===== src/rtl/tmr_pkg.sv =====
package tmr_pkg;

  typedef enum logic [1:0] {
    M_13    = 2'd0,
    M_16    = 2'd1,
    M_RLD   = 2'd2,
    M_SPLIT = 2'd3
  } tmr_mode_e;

  // field layout per unit: [3] gate enable, [2] pin count, [1:0] structure
  typedef struct packed {
    logic      gate_en;
    logic      ext_cnt;
    tmr_mode_e mode;
  } tmr_cfg_t;

  localparam int CFG_W = 4;

endpackage


===== src/rtl/tmr_pin_sync.sv =====
module tmr_pin_sync #(
  parameter int STAGES = 2,
  parameter bit EDGE   = 1'b0
) (
  input  logic clk,
  input  logic rst,
  input  logic pin_i,
  output logic sig_o
);

  logic [STAGES-1:0] sh_q;
  logic              prev_q;
  logic              lvl;

  always_ff @(posedge clk) begin
    if (rst) begin
      sh_q   <= '0;
      prev_q <= 1'b0;
    end else begin
      sh_q   <= {sh_q[STAGES-2:0], pin_i};
      prev_q <= sh_q[STAGES-1];
    end
  end

  assign lvl = sh_q[STAGES-1];

  generate
    if (EDGE) begin : g_fall
      assign sig_o = prev_q & ~lvl;
      // a falling edge report can never repeat on consecutive cycles
      assert_fall_single_R5: assert property (@(posedge clk) disable iff (rst)
        sig_o |=> !sig_o);
    end else begin : g_level
      assign sig_o = lvl;
    end
  endgenerate

endmodule


===== src/rtl/tmr_flag.sv =====
module tmr_flag #(
  parameter bit HOLD = 1'b1
) (
  input  logic clk,
  input  logic rst,
  input  logic set_i,
  input  logic ack_i,
  output logic flag_o
);

  logic flag_q;

  generate
    if (HOLD) begin : g_hold
      always_ff @(posedge clk) begin
        if (rst) flag_q <= 1'b0;
        else     flag_q <= set_i | (flag_q & ~ack_i);
      end
      assert_flag_keep_R11: assert property (@(posedge clk) disable iff (rst)
        (flag_q && !ack_i) |=> flag_q);
    end else begin : g_pulse
      always_ff @(posedge clk) begin
        if (rst) flag_q <= 1'b0;
        else     flag_q <= set_i;
      end
      assert_flag_pulse_R11: assert property (@(posedge clk) disable iff (rst)
        !set_i |=> !flag_q);
    end
  endgenerate

  assign flag_o = flag_q;

  assert_flag_set_R11: assert property (@(posedge clk) disable iff (rst)
    set_i |=> flag_q);

endmodule


===== src/rtl/tmr_unit.sv =====
module tmr_unit
  import tmr_pkg::*;
#(
  parameter int BYTE_W   = 8,
  parameter int M0_LOW_W = 5,
  parameter bit SPLIT_OK = 1'b0
) (
  input  logic              clk,
  input  logic              rst,
  input  tmr_cfg_t          cfg_i,
  input  logic              run_self_i,
  input  logic              run_other_i,
  input  logic              gate_i,
  input  logic              cnt_fall_i,
  input  logic              wr_lo_i,
  input  logic              wr_hi_i,
  input  logic [BYTE_W-1:0] wr_data_i,
  output logic [BYTE_W-1:0] tl_o,
  output logic [BYTE_W-1:0] th_o,
  output logic              ovf_lo_o,
  output logic              ovf_hi_o
);

  localparam int W13 = BYTE_W + M0_LOW_W;
  localparam int W16 = 2 * BYTE_W;

  logic [BYTE_W-1:0] tl_q, th_q, tl_d, th_d;
  logic [W13-1:0]    sum13;
  logic [W16-1:0]    sum16;
  logic              tick, hi_run, wr_any;

  assign tick   = run_self_i & (~cfg_i.gate_en | gate_i) &
                  (cfg_i.ext_cnt ? cnt_fall_i : 1'b1);
  assign hi_run = run_other_i & SPLIT_OK;
  assign wr_any = wr_lo_i | wr_hi_i;

  always_comb begin
    tl_d     = tl_q;
    th_d     = th_q;
    ovf_lo_o = 1'b0;
    ovf_hi_o = 1'b0;
    sum13    = {th_q, tl_q[M0_LOW_W-1:0]} + 1'b1;
    sum16    = {th_q, tl_q} + 1'b1;
    case (cfg_i.mode)
      M_13: begin
        if (tick && !wr_any) begin
          th_d                 = sum13[W13-1:M0_LOW_W];
          tl_d[M0_LOW_W-1:0]   = sum13[M0_LOW_W-1:0];
          ovf_lo_o             = &{th_q, tl_q[M0_LOW_W-1:0]};
        end
      end
      M_16: begin
        if (tick && !wr_any) begin
          th_d     = sum16[W16-1:BYTE_W];
          tl_d     = sum16[BYTE_W-1:0];
          ovf_lo_o = &{th_q, tl_q};
        end
      end
      M_RLD: begin
        if (tick && !wr_any) begin
          if (&tl_q) begin
            tl_d     = th_q;
            ovf_lo_o = 1'b1;
          end else begin
            tl_d = tl_q + 1'b1;
          end
        end
      end
      default: begin
        if (SPLIT_OK) begin
          if (tick && !wr_lo_i) begin
            tl_d     = tl_q + 1'b1;
            ovf_lo_o = &tl_q;
          end
          if (hi_run && !wr_hi_i) begin
            th_d     = th_q + 1'b1;
            ovf_hi_o = &th_q;
          end
        end
      end
    endcase
    if (wr_lo_i) tl_d = wr_data_i;
    if (wr_hi_i) th_d = wr_data_i;
  end

  always_ff @(posedge clk) begin
    if (rst) begin
      tl_q <= '0;
      th_q <= '0;
    end else begin
      tl_q <= tl_d;
      th_q <= th_d;
    end
  end

  assign tl_o = tl_q;
  assign th_o = th_q;

  assert_wr_lo_R2: assert property (@(posedge clk) disable iff (rst)
    wr_lo_i |=> tl_q == $past(wr_data_i));
  assert_wr_hi_R2: assert property (@(posedge clk) disable iff (rst)
    wr_hi_i |=> th_q == $past(wr_data_i));
  assert_stop_hold_R4: assert property (@(posedge clk) disable iff (rst)
    (!run_self_i && cfg_i.mode != M_SPLIT && !wr_any) |=>
      ($stable(tl_q) && $stable(th_q)));
  assert_m16_step_R7: assert property (@(posedge clk) disable iff (rst)
    (cfg_i.mode == M_16 && !cfg_i.ext_cnt && !cfg_i.gate_en && run_self_i && !wr_any) |=>
      {th_q, tl_q} == $past({th_q, tl_q}) + 1'b1);
  assert_reload_R8: assert property (@(posedge clk) disable iff (rst)
    (cfg_i.mode == M_RLD && tick && (&tl_q) && !wr_any) |=>
      (tl_q == $past(th_q) && $stable(th_q)));

  generate
    if (!SPLIT_OK) begin : g_nosplit
      assert_split_hold_R10: assert property (@(posedge clk) disable iff (rst)
        (cfg_i.mode == M_SPLIT && !wr_any) |=> ($stable(tl_q) && $stable(th_q)));
    end
  endgenerate

endmodule


===== src/rtl/tmr_dual.sv =====
module tmr_dual
  import tmr_pkg::*;
#(
  parameter int BYTE_W      = 8,
  parameter int M0_LOW_W    = 5,
  parameter int SYNC_STAGES = 2,
  parameter bit FLAG_HOLD   = 1'b1
) (
  input  logic              clk,
  input  logic              rst,
  input  logic              mode_we,
  input  logic [7:0]        mode_din,
  input  logic              wr_en,
  input  logic [1:0]        wr_sel,
  input  logic [BYTE_W-1:0] wr_data,
  input  logic [1:0]        run_i,
  input  logic [1:0]        cnt_pin_i,
  input  logic [1:0]        gate_pin_i,
  input  logic [1:0]        flag_ack_i,
  output logic [1:0]        flag_o,
  output logic [BYTE_W-1:0] tl0_o,
  output logic [BYTE_W-1:0] th0_o,
  output logic [BYTE_W-1:0] tl1_o,
  output logic [BYTE_W-1:0] th1_o
);

  localparam int NU = 2;

  logic [NU*CFG_W-1:0] mode_q;
  tmr_cfg_t            cfg    [NU];
  logic [NU-1:0]       gate_s, fall_s, wr_lo, wr_hi, ovf_lo, ovf_hi, flag_set;
  logic [BYTE_W-1:0]   tl     [NU];
  logic [BYTE_W-1:0]   th     [NU];
  logic                split0;

  always_ff @(posedge clk) begin
    if (rst)          mode_q <= '0;
    else if (mode_we) mode_q <= mode_din;
  end

  generate
    for (genvar u = 0; u < NU; u++) begin : g_unit
      assign cfg[u]   = tmr_cfg_t'(mode_q[u*CFG_W +: CFG_W]);
      assign wr_lo[u] = wr_en && !wr_sel[1] && (wr_sel[0] == u[0]);
      assign wr_hi[u] = wr_en &&  wr_sel[1] && (wr_sel[0] == u[0]);

      tmr_pin_sync #(.STAGES(SYNC_STAGES), .EDGE(1'b1)) u_cnt_sync (
        .clk(clk), .rst(rst), .pin_i(cnt_pin_i[u]), .sig_o(fall_s[u]));
      tmr_pin_sync #(.STAGES(SYNC_STAGES), .EDGE(1'b0)) u_gate_sync (
        .clk(clk), .rst(rst), .pin_i(gate_pin_i[u]), .sig_o(gate_s[u]));

      tmr_unit #(.BYTE_W(BYTE_W), .M0_LOW_W(M0_LOW_W), .SPLIT_OK(u == 0)) u_unit (
        .clk(clk), .rst(rst), .cfg_i(cfg[u]),
        .run_self_i(run_i[u]), .run_other_i(run_i[NU-1-u]),
        .gate_i(gate_s[u]), .cnt_fall_i(fall_s[u]),
        .wr_lo_i(wr_lo[u]), .wr_hi_i(wr_hi[u]), .wr_data_i(wr_data),
        .tl_o(tl[u]), .th_o(th[u]),
        .ovf_lo_o(ovf_lo[u]), .ovf_hi_o(ovf_hi[u]));

      tmr_flag #(.HOLD(FLAG_HOLD)) u_flag (
        .clk(clk), .rst(rst), .set_i(flag_set[u]), .ack_i(flag_ack_i[u]),
        .flag_o(flag_o[u]));
    end
  endgenerate

  assign split0      = (cfg[0].mode == M_SPLIT);
  assign flag_set[0] = ovf_lo[0];
  assign flag_set[1] = split0 ? ovf_hi[0] : (ovf_lo[1] | ovf_hi[1]);

  assign tl0_o = tl[0];
  assign th0_o = th[0];
  assign tl1_o = tl[1];
  assign th1_o = th[1];

  assert_mode_load_R3: assert property (@(posedge clk) disable iff (rst)
    mode_we |=> mode_q == $past(mode_din));
  assert_reset_clear_R1: assert property (@(posedge clk)
    rst |=> (mode_q == '0 && flag_o == 2'b00 && tl0_o == '0 && th1_o == '0));
  assert_split_route_R9: assert property (@(posedge clk) disable iff (rst)
    (split0 && !ovf_hi[0] && FLAG_HOLD && !flag_o[1]) |=> !flag_o[1]);

endmodule


===== config.mk =====
export PLATFORM = sky130hd
export DESIGN_NAME = tmr_dual
export DESIGN_NICKNAME = d
export VERILOG_FILES = /design/src/rtl/tmr_pkg.sv /design/src/rtl/tmr_pin_sync.sv /design/src/rtl/tmr_flag.sv /design/src/rtl/tmr_unit.sv /design/src/rtl/tmr_dual.sv
export SDC_FILE = /design/constraint.sdc
export NUM_CORES = 1
export LEC_CHECK = 0
export CAP_MARGIN = 10
export CORE_MARGIN = 2
export CORE_UTILIZATION = 55
export CTS_BUF_LIST = sky130_fd_sc_hd__clkbuf_4 sky130_fd_sc_hd__clkbuf_8
export CTS_CLUSTER_DIAMETER = 60
export DETAILED_ROUTE_END_ITERATION = 7
export PLACE_DENSITY_LB_ADDON = 0.2
export SETUP_SLACK_MARGIN = 0.02
export SYNTH_ARGS = -nofsm -noshare
export SYNTH_HDL_FRONTEND = slang
export SYNTH_SLANG_ARGS = --single-unit

===== constraint.sdc =====
create_clock -name clk -period 3 [get_ports clk]
set_input_delay 0.6 -clock clk [delete_from_list [all_inputs] [get_ports clk]]
set_output_delay 0.6 -clock clk [all_outputs]
set_load 0.03 [all_outputs]

==> results.sh, run 1 <==
export IMPL_dieArea_sq_um=6790
export IMPL_yosysWarningCount=0
export IMPL_number_of_antenna_violations_at_the_first_check_in_global_routing=0
export IMPL_ff2ff_path_depth=7
export IMPL_postRouteWirelength_um=10100
export IMPL_reg2reg_setup_slack_ns=0.73
export IMPL_wl_per_cell_um=18.0
export IMPL_critical_path_endpoint_type="flop"
export IMPL_io_buffers=63
export IMPL_clkSlewWorstSetupHoldPaths_ns=0.10
export IMPL_area_growth_syn_to_layout_pct=22.6
export IMPL_post_route_cells_drive_above_1_share_pct=6.35
export IMPL_path_common_cell="a21o_1"
export IMPL_rows=28
export IMPL_grt_pass1_wl_um=15700
export IMPL_final_cell_area_sq_um=4150
export IMPL_clockRootBuffer="clkbuf_8"
export IMPL_grt_overflow_total=0
export IMPL_post_place_cells=555
export IMPL_total_leakage_power_nw=1.47
export IMPL_synth_area_sq_um=3380
export IMPL_finalMaxSlewViolations=0
export IMPL_tritoncts_clock_tree="done"
export IMPL_fin_cells=563
export IMPL_chipWidth_um=82.4
export IMPL_cpPeakStageDelay_ns=0.44
export IMPL_floorplan_initialDensity_pct=57.1
export IMPL_detailed_place_hpwl_um=7290
export IMPL_gr_usage_all_layers_pct=30.1
export IMPL_postRouteAntennaNets=0
export IMPL_final_setup_tns_ns=0
export IMPL_tightestPinTransition_ns=0.788
export IMPL_critical_path_slowest_cell="dfxtp_1"
export IMPL_slew_headroom_pct=47.5
export IMPL_worstSkewPairLatency_ns=0.31
export IMPL_startpoint_type="flop"
export IMPL_drt_first_pass_iters=5
export IMPL_htree_levels=2
export IMPL_net_total_in_the_final_layout=530
export IMPL_power_per_cell_area_nw_per_um2=423
export IMPL_cts_hold_buffers=0
export IMPL_fin_crit_ns=2.27
export IMPL_initialDrtViolationCount=377
export IMPL_via_per_inst=6.49
export IMPL_yosys_area_top_type="dfxtp_1"
export IMPL_cts_root_to_sink_buffers=2
export IMPL_setup_violations=0
export IMPL_postCtsResizedCells=0
export IMPL_cts_sinks=52
export IMPL_syn_nets=479
export IMPL_fin_crit_sh_pct=75.7
export IMPL_core_region_area_sq_um=5920
export IMPL_critical_path_arrival_ns=2.44
export IMPL_synth_avg_cell_area_sq_um=7.76
export IMPL_cts_buffers_inserted=5
export IMPL_maxClockFrequency_ghz=0.440
export IMPL_report_final_hold_viol_count=0
export IMPL_rsz_0062_raised_after_global_routing="false"
export IMPL_synth_enable_flop_cells=0
export IMPL_max_cap_violations=0
export IMPL_flops_latches_synth=52
export IMPL_ys_top_cells_by_area="dfxtp_1 (31%), nor2_1 (5.2%), a21oi_1 (5.0%)"
export IMPL_status="completed"
export IMPL_route_detailed_drc=0
export IMPL_num_vias=3656
export IMPL_criticalPathCategory="reg2reg"
export IMPL_finalWeightedCongestion=0.960
export IMPL_crit_required_ns=3.17
export IMPL_async_flop_share_pct=0
export IMPL_finClkSkew_ns=0.00671
export IMPL_synth_top_area_share_pct=30.8
export IMPL_postSynthCellCount=436
export IMPL_synth_cell_type_count=68
export IMPL_critical_path_n_buffers_inverters=0
export IMPL_synth_yosys_seq_area_share_pct=30.8
export IMPL_worst_hold_stages=1
export IMPL_mostFrequentLayoutCell="clkdlybuf4s50_1"
export IMPL_worstSetupPathDepth=7
export IMPL_critPathMaxFanout=7
export IMPL_dpl_instance_area_sq_um=4030
export IMPL_synth_flop_cell="dfxtp_1"
export IMPL_design_portCount=64
export IMPL_critical_path_top_delay_family="compound AO/OA/AOI/OAI gates"
export IMPL_grt_start_max_net_pins=38
export IMPL_die_y_um=82.4
export IMPL_vdd_drop_max_uv=331
export IMPL_final_cell_mix="clkdlybuf4s50_1 (62), dfxtp_1 (52), nor2_1 (47)"
export IMPL_first_global_vias=3185
export IMPL_insertedDiodeCount=0
export IMPL_post_cts_buffers=0
export IMPL_critical_path_cell_by_cell="ha_1 > nand4_2 > or2_1 > a21o_1 > a221oi_1 > a21o_1 > a21oi_1"
export IMPL_min_path_type="reg2reg"
[cell usage after synthesis, types with 8 or more instances]
cell	count
nor3_1	11
clkbuf_1	16
ha_1	13
and3_1	8
a21oi_1	34
inv_1	15
nand3_1	18
nand2_1	43
nor2b_1	13
nor2_1	47
dfxtp_1	52
a31oi_1	17
o21ai_0	21
mux2i_1	10
[power by group]
group	switching, mW	internal [mW]
clock network	0.252	0.252
logic	0.262	0.190
registers	0.0660	0.733
[state kept, by name, indices dropped and copies added, names as in the netlist]
register / count
g_unit.u_unit.tl_o: 16
mode_q: 8
g_unit.u_cnt_sync.prev_q: 2
g_unit.u_unit.th_o: 16
g_unit.u_cnt_sync.sh_q: 4
g_unit.u_gate_sync.sh_q: 4
g_unit.u_flag.flag_o: 2
[kinds of logic after synthesis]
group	count (synthesis)	share of synthesized area [%]
DFF	52	30.8
adders and majority gates	13	4.81
and+or+nand+nor	185	28.9
xor gates and xnor gates	8	2.07
buffers and inverters	37	4.44
muxes	11	3.29
AOI/OAI and AO/OA	130	25.7
[worst register-to-register path, delay by kind of cell, from the launching register on]
kind                     cells  cell delay, ns
AO/OA/AOI/OAI                4            0.76
AND/OR/NAND/NOR              2            0.58
flip-flops                   1            0.44
adder cells (fa/ha/maj)      1            0.34
[per-stage QoR]
| step | util, % | setup slack [ns] | hold WS (ns) | power, mW |
|---|---|---|---|---|
| after global routing | 70.0 | 0.608 | 0.470 | 1.83 |
| after CTS | 70.0 | 0.769 | 0.452 | 1.75 |
| final | 70.0 | 0.730 | 0.447 | 1.75 |
| after floorplan | - | 0.908 | 0.414 | 1.08 |
| after global placement | 68.1 | 0.517 | 0.418 | 1.25 |
| after detailed placement | 68.1 | 0.447 | 0.427 | 1.26 |
[routing by layer]
layer | up-vias | wire, um | global-route usage, %
met5 | - | 0 | 0
met4 | 0 | 235 | 9.50
met3 | 25 | 1020 | 5.54
met2 | 244 | 4460 | 44.8
met1 | 1677 | 4420 | 44.0
li1 | 1710 | - | -
[final cells by class]
cell class	count	area, sq um
clock inverter	3	46.3
inverter	15	56.3
sequential	52	1040
multi-input combinational	347	2190
fill	504	1780
tap	75	93.8
clock buffer	5	68.8
timing repair buffer	66	648
[path summary, 6_finish.rpt]
check                                      from                       endpoint
setup / recovery       g_unit[0].u_unit.tl_o[1]       g_unit[0].u_unit.tl_o[4]
hold / removal    g_unit[1].u_gate_sync.sh_q[0]  g_unit[1].u_gate_sync.sh_q[1]
setup reg to reg       g_unit[0].u_unit.tl_o[1]       g_unit[0].u_unit.tl_o[4]
hold reg to reg   g_unit[1].u_gate_sync.sh_q[0]  g_unit[1].u_gate_sync.sh_q[1]
Power figures use the tool's default switching activity.
==> run 2, diff against run 1 <==
Settings changed: CORE_UTILIZATION 55 to 54.
Clock period 3 ns to 2.1 ns, I/O delays scaled along.
==> results.sh, run 2 (synthesis gave the netlist of run 1 again) <==
export IMPL_tritoncts_clock_tree="done"
export IMPL_grt_pass1_wl_um=17700
export IMPL_critical_path_endpoint_type="output port"
export IMPL_dieArea_sq_um=6910
export IMPL_cts_hold_buffers=0
export IMPL_num_vias=3852
export IMPL_reg2reg_setup_slack_ns=0.08
export IMPL_hold_path_startpoint="rst"
export IMPL_postLayoutSetupSlackWorst_ns=0.0660
export IMPL_die_y_um=83.1
export IMPL_postRouteAntennaNets=0
export IMPL_postRouteWirelength_um=11000
export IMPL_gr_usage_all_layers_pct=31.0
export IMPL_via_per_inst=6.37
export IMPL_area_growth_syn_to_layout_pct=33.3
export IMPL_core_region_area_sq_um=5990
export IMPL_critical_path_cell_by_cell="clkdlybuf4s50_1"
export IMPL_route_detailed_drc=0
export IMPL_min_path_type="in2reg"
export IMPL_cpPeakStageDelay_ns=0.74
export IMPL_power_per_cell_area_nw_per_um2=565
export IMPL_finalMaxSlewViolations=0
export IMPL_fin_crit_sh_pct=96.9
export IMPL_tightestPinTransition_ns=0.698
export IMPL_mostFrequentLayoutCell="clkdlybuf4s50_1"
export IMPL_critical_path_n_buffers_inverters=1
export IMPL_critPathMaxFanout=7
export IMPL_chipWidth_um=83.1
export IMPL_final_cell_area_sq_um=4510
export IMPL_floorplan_initialDensity_pct=56.5
export IMPL_total_leakage_power_nw=1.69
export IMPL_drt_first_pass_iters=5
export IMPL_fin_cells=605
export IMPL_net_total_in_the_final_layout=572
export IMPL_first_global_vias=3579
export IMPL_worst_hold_stages=2
export IMPL_reg2reg_to="g_unit[0].u_unit.tl_o[1]"
export IMPL_cts_root_to_sink_buffers=2
export IMPL_report_final_hold_viol_count=0
export IMPL_critical_path_slowest_cell="clkdlybuf4s50_1"
export IMPL_ff2ff_path_depth=7
export IMPL_initialDrtViolationCount=431
export IMPL_grt_overflow_total=0
export IMPL_cts_sinks=52
export IMPL_post_place_cells=597
export IMPL_wl_per_cell_um=18.2
export IMPL_critical_path_top_delay_family="buffers and inverters"
export IMPL_vdd_drop_max_uv=413
export IMPL_io_buffers=63
export IMPL_layout_core_utilization_pct=75.3
export IMPL_clkSlewWorstSetupHoldPaths_ns=0.11
export IMPL_place_worst_setup_slack_ns=-0.209
export IMPL_dpl_instance_area_sq_um=4350
export IMPL_crit_required_ns=1.68
export IMPL_detailed_place_hpwl_um=8060
export IMPL_min_delay_worst_endpoint="mode_q[5]"
export IMPL_number_of_antenna_violations_at_the_first_check_in_global_routing=0
export IMPL_maxClockFrequency_ghz=0.492
export IMPL_criticalPathCategory="reg2out"
export IMPL_cts_buffers_inserted=5
export IMPL_rows=28
export IMPL_post_route_cells_drive_above_1_share_pct=16.8
export IMPL_layout_filler_cells=467
export IMPL_insertedDiodeCount=0
export IMPL_worstSkewPairLatency_ns=0.32
export IMPL_final_cell_mix="clkdlybuf4s50_1 (62), dfxtp_1 (48), nor2_1 (46)"
export IMPL_finalWeightedCongestion=0.968
export IMPL_finClkSkew_ns=0.0139
export IMPL_max_cap_violations=0
export IMPL_startpoint="g_unit[1].u_unit.th_o[6]"
export IMPL_design_portCount=64
export IMPL_post_cts_buffers=0
export IMPL_htree_levels=2
export IMPL_setup_violations=0
export IMPL_status="completed"
export IMPL_worst_r2r_startpoint="g_unit[0].u_unit.tl_o[0]"
export IMPL_clockRootBuffer="clkbuf_8"
export IMPL_rsz_0062_raised_after_global_routing="true"
export IMPL_fin_crit_ns=2.03
export IMPL_final_setup_tns_ns=0
export IMPL_slew_headroom_pct=53.2
export IMPL_startpoint_type="flop"
export IMPL_grt_start_max_net_pins=26
export IMPL_critical_path_arrival_ns=1.61
[run 2: cell count changes in the layout (fill, tap and decap cells not counted), moves of 2 or more]
cell,change
a221oi_1,-4
dfxtp_2,+4
nor3_2,+2
buf_4,+42
dfxtp_1,-4
nor3_1,-2
a221oi_2,+4
[run 2: power breakdown]
part	total, mW	switching, mW	internal [mW]
Sequential	1.13	0.0782	1.05
Clock	0.650	0.373	0.277
Combinational	0.771	0.428	0.343
Total	2.55	0.879	1.67
[run 2: worst max-delay path by stage]
stage | endpoint | slack [ns] | cells after the start
global placement | g_unit[1].u_unit.th_o[2] | -0.10 | 7
finish | th1_o[6] | 0.07 | 1
floorplan | g_unit[0].u_flag.flag_o | 0.09 | 7
detailed placement | g_unit[1].u_unit.tl_o[4] | -0.21 | 8
CTS | g_unit[0].u_unit.tl_o[4] | 0.04 | 7
global route | g_unit[0].u_unit.tl_o[4] | 0.008 | 7
[run 2: per-stage QoR]
stage               hold WS (ns)  total power, mW
floorplan                  0.414             1.54
finish                     0.398             2.55
detailed placement         0.422             1.87
global placement           0.419             1.86
CTS                        0.393             2.52
global route               0.397             2.66
[run 2: layout make-up]
cell class | count | area [sq um] | area share [%]
repair buffers | 108 | 963 | 21.4
well taps | 75 | 93.8 | 2.08
clock buffers | 6 | 82.6 | 1.83
multi-input cells | 347 | 2250 | 49.9
inverters | 15 | 56.3 | 1.25
clock inverters | 2 | 17.5 | 0.388
flip-flops and latches | 52 | 1050 | 23.2
[run 2: what timing repair did]
| action | in CTS | in global routing |
|---|---|---|
| gates resized for setup | 1 | 14 |
| gates cloned | 0 | 0 |
| endpoints found under the setup margin | 1 | 16 |
| hold endpoints to repair | 0 | 0 |
[run 2: per-layer routing]
layer	global-route usage [%]	part of all wire (%)
met5	0	0
met4	11.3	3.7
met3	7.36	10
met1	42.3	41
met2	47.6	45
==> run 3, diff against run 2 <==
Settings changed: CORE_MARGIN 2 to default.
==> results.sh, run 3 (synthesis gave the netlist of run 1 again) <==
export IMPL_min_path_type="reg2reg"
export IMPL_reg2reg_to="g_unit[0].u_unit.tl_o[1]"
export IMPL_maxClockFrequency_ghz=0.494
export IMPL_met1_length_um=4620
export IMPL_postRouteAntennaNets=0
export IMPL_grt_overflow_total=0
export IMPL_mostFrequentLayoutCell="clkdlybuf4s50_1"
export IMPL_max_cap_violations=0
export IMPL_floorplan_initialDensity_pct=56.5
export IMPL_layout_filler_cells=479
export IMPL_cts_sinks=52
export IMPL_rsz_0062_raised_after_global_routing="false"
export IMPL_multi_input_area_sq_um=2230
export IMPL_slew_headroom_pct=54.6
export IMPL_num_vias=3838
export IMPL_core_region_area_sq_um=5990
export IMPL_grt_pass1_wl_um=16500
export IMPL_dpl_instance_area_sq_um=4360
export IMPL_io_buffers=63
export IMPL_design_portCount=64
export IMPL_clockRootBuffer="clkbuf_8"
export IMPL_met3_length_um=1170
export IMPL_critical_path_arrival_ns=2.20
export IMPL_dieArea_sq_um=6580
export IMPL_ff2ff_path_depth=7
export IMPL_postRouteWirelength_um=10800
export IMPL_insertedDiodeCount=0
export IMPL_cts_hold_buffers=0
export IMPL_fin_crit_sh_pct=96.4
export IMPL_chipWidth_um=81.1
export IMPL_detailed_place_hpwl_um=8210
export IMPL_criticalPathCategory="in2reg"
export IMPL_reg2reg_setup_slack_ns=0.09
export IMPL_hold_path_startpoint="g_unit[1].u_gate_sync.sh_q[0]"
export IMPL_met2RoutedLength_um=4800
export IMPL_wl_per_cell_um=17.7
export IMPL_min_delay_worst_endpoint="g_unit[1].u_gate_sync.sh_q[1]"
export IMPL_tritoncts_clock_tree="done"
export IMPL_post_route_cells_drive_above_1_share_pct=16.7
export IMPL_critical_path_slowest_cell="clkdlybuf4s50_1"
export IMPL_crit_required_ns=2.28
export IMPL_clkSlewWorstSetupHoldPaths_ns=0.09
export IMPL_report_final_hold_viol_count=0
export IMPL_critical_path_cell_by_cell="clkdlybuf4s50_1 > nand2_1 > o2111a_2 > buf_4 > o22a_1 > nor3_1 > a2111oi_1"
export IMPL_fin_crit_ns=2.02
export IMPL_post_place_cells=599
export IMPL_finalMaxSlewViolations=0
export IMPL_vdd_drop_max_uv=389
export IMPL_total_leakage_power_nw=1.70
export IMPL_status="completed"
export IMPL_cts_root_to_sink_buffers=2
export IMPL_first_global_vias=3354
export IMPL_rows=28
export IMPL_area_growth_syn_to_layout_pct=33.6
export IMPL_number_of_antenna_violations_at_the_first_check_in_global_routing=0
export IMPL_initialDrtViolationCount=324
export IMPL_tightestPinTransition_ns=0.676
export IMPL_top_layer_used="met4"
export IMPL_critPathMaxFanout=5
export IMPL_cts_buffers_inserted=5
export IMPL_finalWeightedCongestion=0.965
export IMPL_worstSkewPairLatency_ns=0.31
export IMPL_power_per_cell_area_nw_per_um2=574
export IMPL_grt_start_max_net_pins=20
export IMPL_via_per_inst=6.32
export IMPL_post_cts_buffers=0
export IMPL_gr_usage_all_layers_pct=33.3
export IMPL_finalHoldWorstSlack_ns=0.444
export IMPL_drt_first_pass_iters=5
export IMPL_worst_r2r_startpoint="g_unit[0].u_unit.tl_o[0]"
export IMPL_route_detailed_drc=0
export IMPL_startpoint_type="primary input"
export IMPL_seq_area_sq_um=1050
export IMPL_fin_cells=607
export IMPL_die_y_um=81.1
export IMPL_setup_violations=0
export IMPL_net_total_in_the_final_layout=574
export IMPL_cpPeakStageDelay_ns=0.50
export IMPL_htree_levels=2
export IMPL_worst_hold_stages=1
export IMPL_final_setup_tns_ns=0
export IMPL_finClkSkew_ns=0.0180
export IMPL_final_cell_area_sq_um=4520
export IMPL_final_cell_mix="clkdlybuf4s50_1 (62), dfxtp_1 (48), nor2_1 (47), buf_4 (47), nand2_1 (43)"
export IMPL_critical_path_endpoint_type="flop"
-- run 3: changes by cell type in the layout (fill, tap and decap cells not counted), moves of 2 or more --
cell	delta
a221oi_1	+2
a221oi_2	-2
buf_4	+2
inv_6	-2
-- run 3: worst max-delay path by stage --
stage / slack, ns / startpoint / endpoint / cells after the start
floorplan: 0.09 / g_unit[0].u_unit.th_o[0] / g_unit[0].u_flag.flag_o / 7
global placement: -0.13 / wr_en / g_unit[0].u_unit.th_o[4] / 7
detailed placement: -0.25 / wr_sel[0] / g_unit[1].u_unit.tl_o[3] / 7
CTS: 0.06 / mode_q[1] / g_unit[0].u_unit.tl_o[1] / 7
global route: 0.02 / wr_sel[0] / g_unit[1].u_unit.th_o[2] / 7
finish: 0.08 / wr_sel[0] / g_unit[1].u_unit.tl_o[3] / 7
-- run 3: stage by stage --
step / setup slack [ns] / power [mW] / util (%)
2_1_floorplan: 0.0868 / 1.54 / -
3_3_place_gp: -0.134 / 1.86 / 72.8
5_1_grt: 0.0218 / 2.70 / 75.4
4_1_cts: 0.0593 / 2.58 / 74.7
6_report: 0.0758 / 2.59 / 75.4
3_5_place_dp: -0.247 / 1.88 / 72.8
-- run 3: layout make-up --
class,instances,area share (%)
Tap cell,75,2.08
Sequential cell,52,23.2
Multi-Input combinational cell,347,49.4
Timing Repair Buffer,110,21.7
Clock buffer,5,1.52
Clock inverter,3,0.942
Inverter,15,1.25
-- run 3: worst max-delay path, delay by kind of cell --
kind                   cells  cell delay (ns)
buffers and inverters      2             0.63
and+or+nand+nor            2             0.25
AOI/OAI and AO/OA          3             0.90
-- run 3: report_power, final --
group / internal, mW / leakage, nW / switching [mW] / total, mW
combinational: 0.340 / 1.22 / 0.416 / 0.756
clock: 0.353 / 0.0541 / 0.355 / 0.709
sequential: 1.05 / 0.428 / 0.0774 / 1.13
total: 1.74 / 1.70 / 0.849 / 2.59
-- run 3: per-layer routing --
layer  global-route usage (%)  vias up
met5                        0        -
met4                     8.57        0
met3                     7.30       23
met2                     51.7      222
met1                     46.5     1799
li1                         -     1794
-- run 3: what timing repair did --
item / in CTS / in global routing
setup endpoints to repair: 0 / 15
resized for setup: 0 / 12
endpoints found under the hold margin: 0 / 0
